## src/rtl/ret_stack_pkg.sv

```systemverilog
package ret_stack_pkg;

    typedef enum logic [1:0] {
        OP_HOLD = 2'd0,
        OP_PUSH = 2'd1,
        OP_POP  = 2'd2
    } stk_op_e;

    // Push has priority over pop when both are requested
    function automatic stk_op_e decode_op(input logic push, input logic pop);
        stk_op_e op;
        if (push)     op = OP_PUSH;
        else if (pop) op = OP_POP;
        else          op = OP_HOLD;
        return op;
    endfunction

endpackage

```

## src/rtl/ret_stack_ptr.sv

```systemverilog
module ret_stack_ptr
    import ret_stack_pkg::*;
#(
    parameter int DEPTH = 2,
    localparam int PTR_W = (DEPTH > 1) ? $clog2(DEPTH) : 1
) (
    input  logic             clk_i,
    input  logic             rst_ni,
    input  stk_op_e          op_i,
    output logic [PTR_W-1:0] ptr_o,
    output logic [PTR_W-1:0] wr_idx_o
);

    typedef struct packed {
        logic [PTR_W-1:0] ptr;
    } ptr_state_t;

    ptr_state_t state_d, state_q;
    logic [PTR_W-1:0] inc_ptr, dec_ptr;

    localparam bit IS_POW2 = ((DEPTH & (DEPTH - 1)) == 0);

    generate
        if (IS_POW2) begin : g_wrap_free
            assign inc_ptr = state_q.ptr + 1'b1;
            assign dec_ptr = state_q.ptr - 1'b1;
        end else begin : g_wrap_cmp
            assign inc_ptr = (state_q.ptr == PTR_W'(DEPTH - 1)) ? '0
                                                                 : state_q.ptr + 1'b1;
            assign dec_ptr = (state_q.ptr == '0) ? PTR_W'(DEPTH - 1)
                                                 : state_q.ptr - 1'b1;
        end
    endgenerate

    always_comb begin
        state_d = state_q;
        case (op_i)
            OP_PUSH: state_d.ptr = inc_ptr;
            OP_POP:  state_d.ptr = dec_ptr;
            default: state_d = state_q;
        endcase
    end

    always_ff @(posedge clk_i or negedge rst_ni) begin
        if (!rst_ni) state_q <= '0;
        else         state_q <= state_d;
    end

    assign ptr_o    = state_q.ptr;
    assign wr_idx_o = inc_ptr;

endmodule

```

## src/rtl/ret_stack_mem.sv

```systemverilog
module ret_stack_mem #(
    parameter int PC_W  = 12,
    parameter int DEPTH = 2,
    localparam int PTR_W = (DEPTH > 1) ? $clog2(DEPTH) : 1
) (
    input  logic             clk_i,
    input  logic             we_i,
    input  logic [PTR_W-1:0] wr_idx_i,
    input  logic [PC_W-1:0]  wdata_i,
    input  logic [PTR_W-1:0] rd_idx_i,
    output logic [PC_W-1:0]  rdata_o
);

    typedef struct packed {
        logic [DEPTH-1:0][PC_W-1:0] slot;
    } mem_state_t;

    mem_state_t mem_d, mem_q;

    always_comb begin
        mem_d = mem_q;
        if (we_i) mem_d.slot[wr_idx_i] = wdata_i;
    end

    // Contents are deliberately left out of reset
    always_ff @(posedge clk_i) begin
        mem_q <= mem_d;
    end

    always_comb begin
        rdata_o = '0;
        for (int i = 0; i < DEPTH; i++) begin
            if (rd_idx_i == PTR_W'(i)) rdata_o = mem_q.slot[i];
        end
    end

endmodule

```

## src/rtl/ret_stack.sv

```systemverilog
module ret_stack
    import ret_stack_pkg::*;
#(
    parameter int PC_W  = 12,
    parameter int DEPTH = 2
) (
    input  logic            clk_i,
    input  logic            rst_ni,
    input  logic            push_i,
    input  logic            pop_i,
    input  logic [PC_W-1:0] pc_i,
    output logic [PC_W-1:0] ret_addr_o
);

    localparam int PTR_W = (DEPTH > 1) ? $clog2(DEPTH) : 1;

    stk_op_e          op;
    logic [PTR_W-1:0] ptr_q;
    logic [PTR_W-1:0] wr_idx;

    assign op = decode_op(push_i, pop_i);

    ret_stack_ptr #(
        .DEPTH (DEPTH)
    ) i_ptr (
        .clk_i    (clk_i),
        .rst_ni   (rst_ni),
        .op_i     (op),
        .ptr_o    (ptr_q),
        .wr_idx_o (wr_idx)
    );

    ret_stack_mem #(
        .PC_W  (PC_W),
        .DEPTH (DEPTH)
    ) i_mem (
        .clk_i    (clk_i),
        .we_i     (op == OP_PUSH),
        .wr_idx_i (wr_idx),
        .wdata_i  (pc_i),
        .rd_idx_i (ptr_q),
        .rdata_o  (ret_addr_o)
    );

endmodule

```

## config.mk

```make
export PLATFORM = sky130hd
export DESIGN_NAME = ret_stack
export DESIGN_NICKNAME = d
export VERILOG_FILES = /design/src/rtl/ret_stack_pkg.sv /design/src/rtl/ret_stack_ptr.sv /design/src/rtl/ret_stack_mem.sv /design/src/rtl/ret_stack.sv
export SDC_FILE = /design/constraint.sdc
export NUM_CORES = 1
export LEC_CHECK = 0
export BUFFER_PORTS_ARGS = -buffer_cell sky130_fd_sc_hd__buf_4
export CAP_MARGIN = 20
export CORE_MARGIN = 1.5
export CORE_UTILIZATION = 44
export CTS_CLUSTER_DIAMETER = 120
export DETAILED_ROUTE_END_ITERATION = 16
export PLACE_DENSITY_LB_ADDON = 0.2
export SYNTH_ARGS = -nofsm -noshare
export SYNTH_HDL_FRONTEND = slang
export SYNTH_SLANG_ARGS = --single-unit
```

## constraint.sdc

```tcl
create_clock -name clk_i -period 1.34 [get_ports clk_i]
set_input_delay 0 -clock clk_i [delete_from_list [all_inputs] [get_ports clk_i]]
set_output_delay 0 -clock clk_i [all_outputs]
set_load 0.02 [all_outputs]
```

# ---- After elaboration in Yosys (flattened, before gate mapping)
# Index checks and enable logic that the tools add are counted.
dict set report op_classes {
  add_sub_neg 2
  order_cmp 2
  eq_ne 2
  mux 7
  n_reduce_logical 2
}
# operator n
set op_table {}
lappend op_table {{$bwmux 24} 1}
lappend op_table {{$mux 12} 2}
lappend op_table {{$demux 12 s1} 1}
lappend op_table {{$mux 2} 2}
lappend op_table {{$eq 2x1->1 const B} 1}
lappend op_table {{$eq 2x2->1 const B} 1}
lappend op_table {{$lt 1x2->1 const B} 1}
lappend op_table {{$pmux 1 s2} 1}
lappend op_table {{$reduce_bool 2->1} 1}
lappend op_table {{$add 1x1->1 const B} 1}
lappend op_table {{$ge 1x1->1 const B} 1}
lappend op_table {{$logic_and 1x1->1} 1}
lappend op_table {{$sub 1x1->1 const B} 1}
dict set report totals {
  ff_bits 25
  input_bits 16
  elab_cells 18
}

# ---- Depth between registers and ports, before layout
dict set report logic_depth {
  ltp_word 6
  mapped_depth 3
}

# ---- Hierarchy
# From an unflattened synthesis, not the netlist that was laid out.
dict set report hier_totals {
  hier_cells 44
  hier_area_um2 979.7
}
# mod n_inst cells_per_inst area_per_inst_um2
set modules_own_cells {}
lappend modules_own_cells {ret_stack_mem 1 39 917.1}
lappend modules_own_cells {ret_stack_ptr 1 3 52.6}
lappend modules_own_cells {ret_stack 1 2 10.0}

# ---- Worst setup path after synthesis
# Ideal clock, no wire load.
dict set report synth_timing {
  kind {reg-to-reg}
  start {register, netlist name i_ptr.ptr_o}
  end {register i_mem.mem_q[12] (netlist bit) (enable)}
  arrival_ps 945
  t_required_ps 1020
  slack_ps 74
  path_stages_with_launch 4
  path_buffers 2
  path_cell_list {dfrtp_1 -> buf_6 -> buf_12 -> and2b_2}
}
# element line_no
set synth_lines {}
lappend synth_lines {{end signal: assignment} ret_stack_mem.sv:27} ;# mem_q <= mem_d;
lappend synth_lines {{end: declaration} ret_stack_mem.sv:18} ;# mem_state_t mem_d, mem_q;

# ---- Worst setup path in the final report
dict set report layout_timing {
  start {register i_ptr.state_q, in the netlist i_ptr.ptr_o}
  end {output ret_addr_o[6]}
}
dict set report layout_between {
  elab_chain_len 1
}
# element line_no
set layout_rtl {}
lappend layout_rtl {{start: declaration} ret_stack_ptr.sv:18} ;# ptr_state_t state_d, state_q;
lappend layout_rtl {{start signal: assignment} ret_stack_ptr.sv:46} ;# else state_q <= state_d;
lappend layout_rtl {{$mux 12} ret_stack_mem.sv:33} ;# if (rd_idx_i == PTR_W'(i)) rdata_o = mem_q.slot[i];
lappend layout_rtl {{end: declaration} ret_stack.sv:12} ;# output logic [PC_W-1:0] ret_addr_o
# Every way passes these cells.

==> results.json <==
{
  "violations": "setup timing",
  "pwr-share-clk_pct": 11.6,
  "cts.sinks": 25,
  "grt_pass1_vias": 554,
  "port-buffer-count": 27,
  "hold_violations": 0,
  "vias": 532,
  "layout_commonest_cell": "edfxtp_1",
  "slowest_stage": "dfrtp_2",
  "required_ns": 1.34,
  "yosysSeqAreaShare_pct": 77.1,
  "met2_usage_pct": 24.4,
  "cap_violations": 0,
  "synth_area_leaders": "edfxtp_1 (75%), mux2_4 (11%), mux2_2 (5.8%)",
  "sequentialPowerShare_pct": 40.9,
  "setup-tns-final_ns": -0.0528,
  "power.internal_mw": 1.89,
  "grt_max_degree": 15,
  "initial_core_util_pct": 47.8,
  "syn_inst": 43,
  "antennaDiodeCount": 0,
  "period_needed_ns": 1.35,
  "p_per_area_nw_per_um2": 1820,
  "globalRouteMet3Util_pct": 2.73,
  "critPathMaxStageDelay_ns": 0.47,
  "tritoncts": "built",
  "die_w_um": 49.9,
  "relSlewSlack_pct": 80.1,
  "tightest_slew_ns": 0.299,
  "path_cells": "buf_6 > mux2_4 > buf_6",
  "power.net_switching_mw": 0.787,
  "drt_iter0_markers": 5,
  "gr-max-usage-layer": "met2",
  "wl_per_cell_um": 12.6,
  "crit_arrival_ns": 1.35,
  "synth_area_um2": 967,
  "syn_avg_cell_area_um2": 22.5,
  "cp_max_fo": 5,
  "critPathTopFamily": "flip-flops",
  "synth_xor_area_share_pct": 0.906,
  "slew_violations": 0,
  "routabilityCongestion": 0.661,
  "rsz0062_at_grt": "yes",
  "dr.pass1.iters": 2,
  "num_rows": 16,
  "grt_pass1_wl_um": 2410,
  "crit_buf_inv": 2,
  "total_power_mw": 2.68,
  "synth_mux_area_share_pct": 16.7,
  "ys.warnings.count": 0,
  "peakVddDrop_mv": 1.14,
  "cts_root_buf": "clkbuf_4",
  "finClkSkew_ns": 0.00664,
  "synth_cell_types": 10,
  "dieHeight_um": 49.9,
  "clock.fmax_mhz": 738,
  "grt.overflow.total": 0,
  "syn_to_final_growth_pct": 52.5,
  "io_pins": 28,
  "drtAntennaViolNets": 0,
  "h-tree-depth": 1,
  "die_area_um2": 2490,
  "swShare_pct": 29.4,
  "drc": 0,
  "drive_above_1_share_pct": 54.8,
  "clk_latency_ns": 0.30,
  "grt_use_met1_pct": 14.6,
  "grt_antenna_before_repair": 0,
  "yosys.area_share.adder_pct": 0,
  "combPwrFrac_pct": 47.5,
  "hold_class": "input pin to flip-flop",
  "yosys.area_share.simple_pct": 2.07,
  "power_leakage_nw": 0.604,
  "start_kind": "flip-flop",
  "setup_violations": 5,
  "final_cell_mix": "edfxtp_1 (24), buf_4 (17), dlygate4sd3_1 (16), buf_6 (15), mux2_4 (12)",
  "post-dp-hpwl_um": 923,
  "fin_ws_ns": -0.0148,
  "via_per_inst": 4.43,
  "cpMostUsedCell": "buf_6",
  "clk_pin_slew_ns": 0.13,
  "yosys.area.top_type": "edfxtp_1",
  "synth_top_family_by_area": "multiplexers",
  "critPathKind": "flip-flop to primary output",
  "synth_compound_area_share_pct": 0,
  "clk_path_buf_depth": 2,
  "end_kind": "primary output",
  "routed_wl_um": 1520,
  "outcome": "complete, but fails checks",
  "core_area_um2": 2020,
  "syn-num-nets": 59,
  "cts_buffers": 3,
  "fillCellCount": 133,
  "min_period_over_period_pct": 101,
  "grtUsageTotal_pct": 12.9,
  "netlist.area_leader.share_pct": 74.5,
  "finalNetCount": 110,
  "ys_ff_latch": 25
}
==> stage by stage <==
step           hold WS, ns  utilization [%]  cells  area [um^2]  worst slack, ns
2_1_floorplan       -0.296                -     43          967           0.0743
3_3_place_gp        -0.221             58.7     97         1190            0.240
3_5_place_dp        -0.221             58.7     97         1190            0.216
4_1_cts              0.287             72.8    120         1470          -0.0416
5_1_grt              0.190             73.0    120         1480          -0.0692
6_report             0.210             73.0    120         1480          -0.0148
==> timing repair <==
item,CTS,global route
hold buffers,16,0
setup endpoints to repair,12,24
buffers inserted,2,0
cloned,1,0
endpoints found under the hold margin,26,0
gates resized for setup,21,2
==> area by class of cell <==
| cell class | count | area [um^2] | share of cell area [%] |
|---|---|---|---|
| flip-flops and latches | 25 | 747 | 50.6 |
| multi-input cells | 16 | 210 | 14.2 |
| repair buffers | 48 | 457 | 31.0 |
| clock inverters | 1 | 5.00 | 0.339 |
| well taps | 27 | 33.8 | 2.29 |
| clock buffers | 3 | 22.5 | 1.53 |
==> flip-flops by register name, indices dropped and copies added (netlist names) <==
signal	flops
i_mem.mem_q	24
i_ptr.ptr_o	1
==> logic make-up (layout without fill, tap and decap cells) <==
kind of cell / count (synthesis) / after routing
mux: 12 / 12
flops: 25 / 25
buf+inv: 2 / 52
simple gates: 3 / 3
xor+xnor: 1 / 1
==> cells in the mapped netlist <==
| cell type | number |
|---|---|
| buf_12 | 1 |
| edfxtp_1 | 24 |
| buf_6 | 1 |
| dfrtp_1 | 1 |
| xnor2_1 | 1 |
| mux2_4 | 7 |
| mux2_2 | 5 |
| and2b_2 | 1 |
| and2_2 | 1 |
| nor2_1 | 1 |
==> worst paths after layout <==
| kind | startpoint | endpoint | slack [ns] | cells past startpoint |
|---|---|---|---|---|
| min in group asynchronous | rst_ni | i_ptr.ptr_o$_DFFE_PN0P_ | 0.52 | 3 |
| setup / recovery | i_ptr.ptr_o$_DFFE_PN0P_ | ret_addr_o[6] | -0.01 | 3 |
| max in group asynchronous | rst_ni | i_ptr.ptr_o$_DFFE_PN0P_ | 0.70 | 3 |
| hold reg to reg | i_ptr.ptr_o$_DFFE_PN0P_ | i_ptr.ptr_o$_DFFE_PN0P_ | 0.75 | 3 |
| setup reg to reg | i_ptr.ptr_o$_DFFE_PN0P_ | i_mem.mem_q[17]$_DFFE_PP_ | 0.08 | 2 |
| hold / removal | push_i | i_mem.mem_q[18]$_DFFE_PP_ | 0.21 | 2 |
==> power by group through the flow <==
| stage | Sequential [mW] | Clock (mW) | Combinational, mW |
|---|---|---|---|
| global route | 1.11 | 0.356 | 1.34 |
| global placement | 1.09 | 0 | 0.969 |
| detailed placement | 1.10 | 0 | 0.973 |
| floorplan | 1.08 | 0 | 0.719 |
| CTS | 1.09 | 0.323 | 1.28 |
| finish | 1.10 | 0.311 | 1.27 |
==> worst reg2reg max path, delay by kind of cell (launching register included) <==
kind / cells / cell delay, ns
and+or+nand+nor: 1 / 0.36
DFF: 1 / 0.47
buffers and inverters: 1 / 0.14
==> per-layer routing <==
metal  share of wire, %  wire (um)
met1                 42        644
met2                 55        832
met3                2.5         38
met4                  0          0
met5                  0          0
No activity file was read; power rests on OpenSTA's default activity.
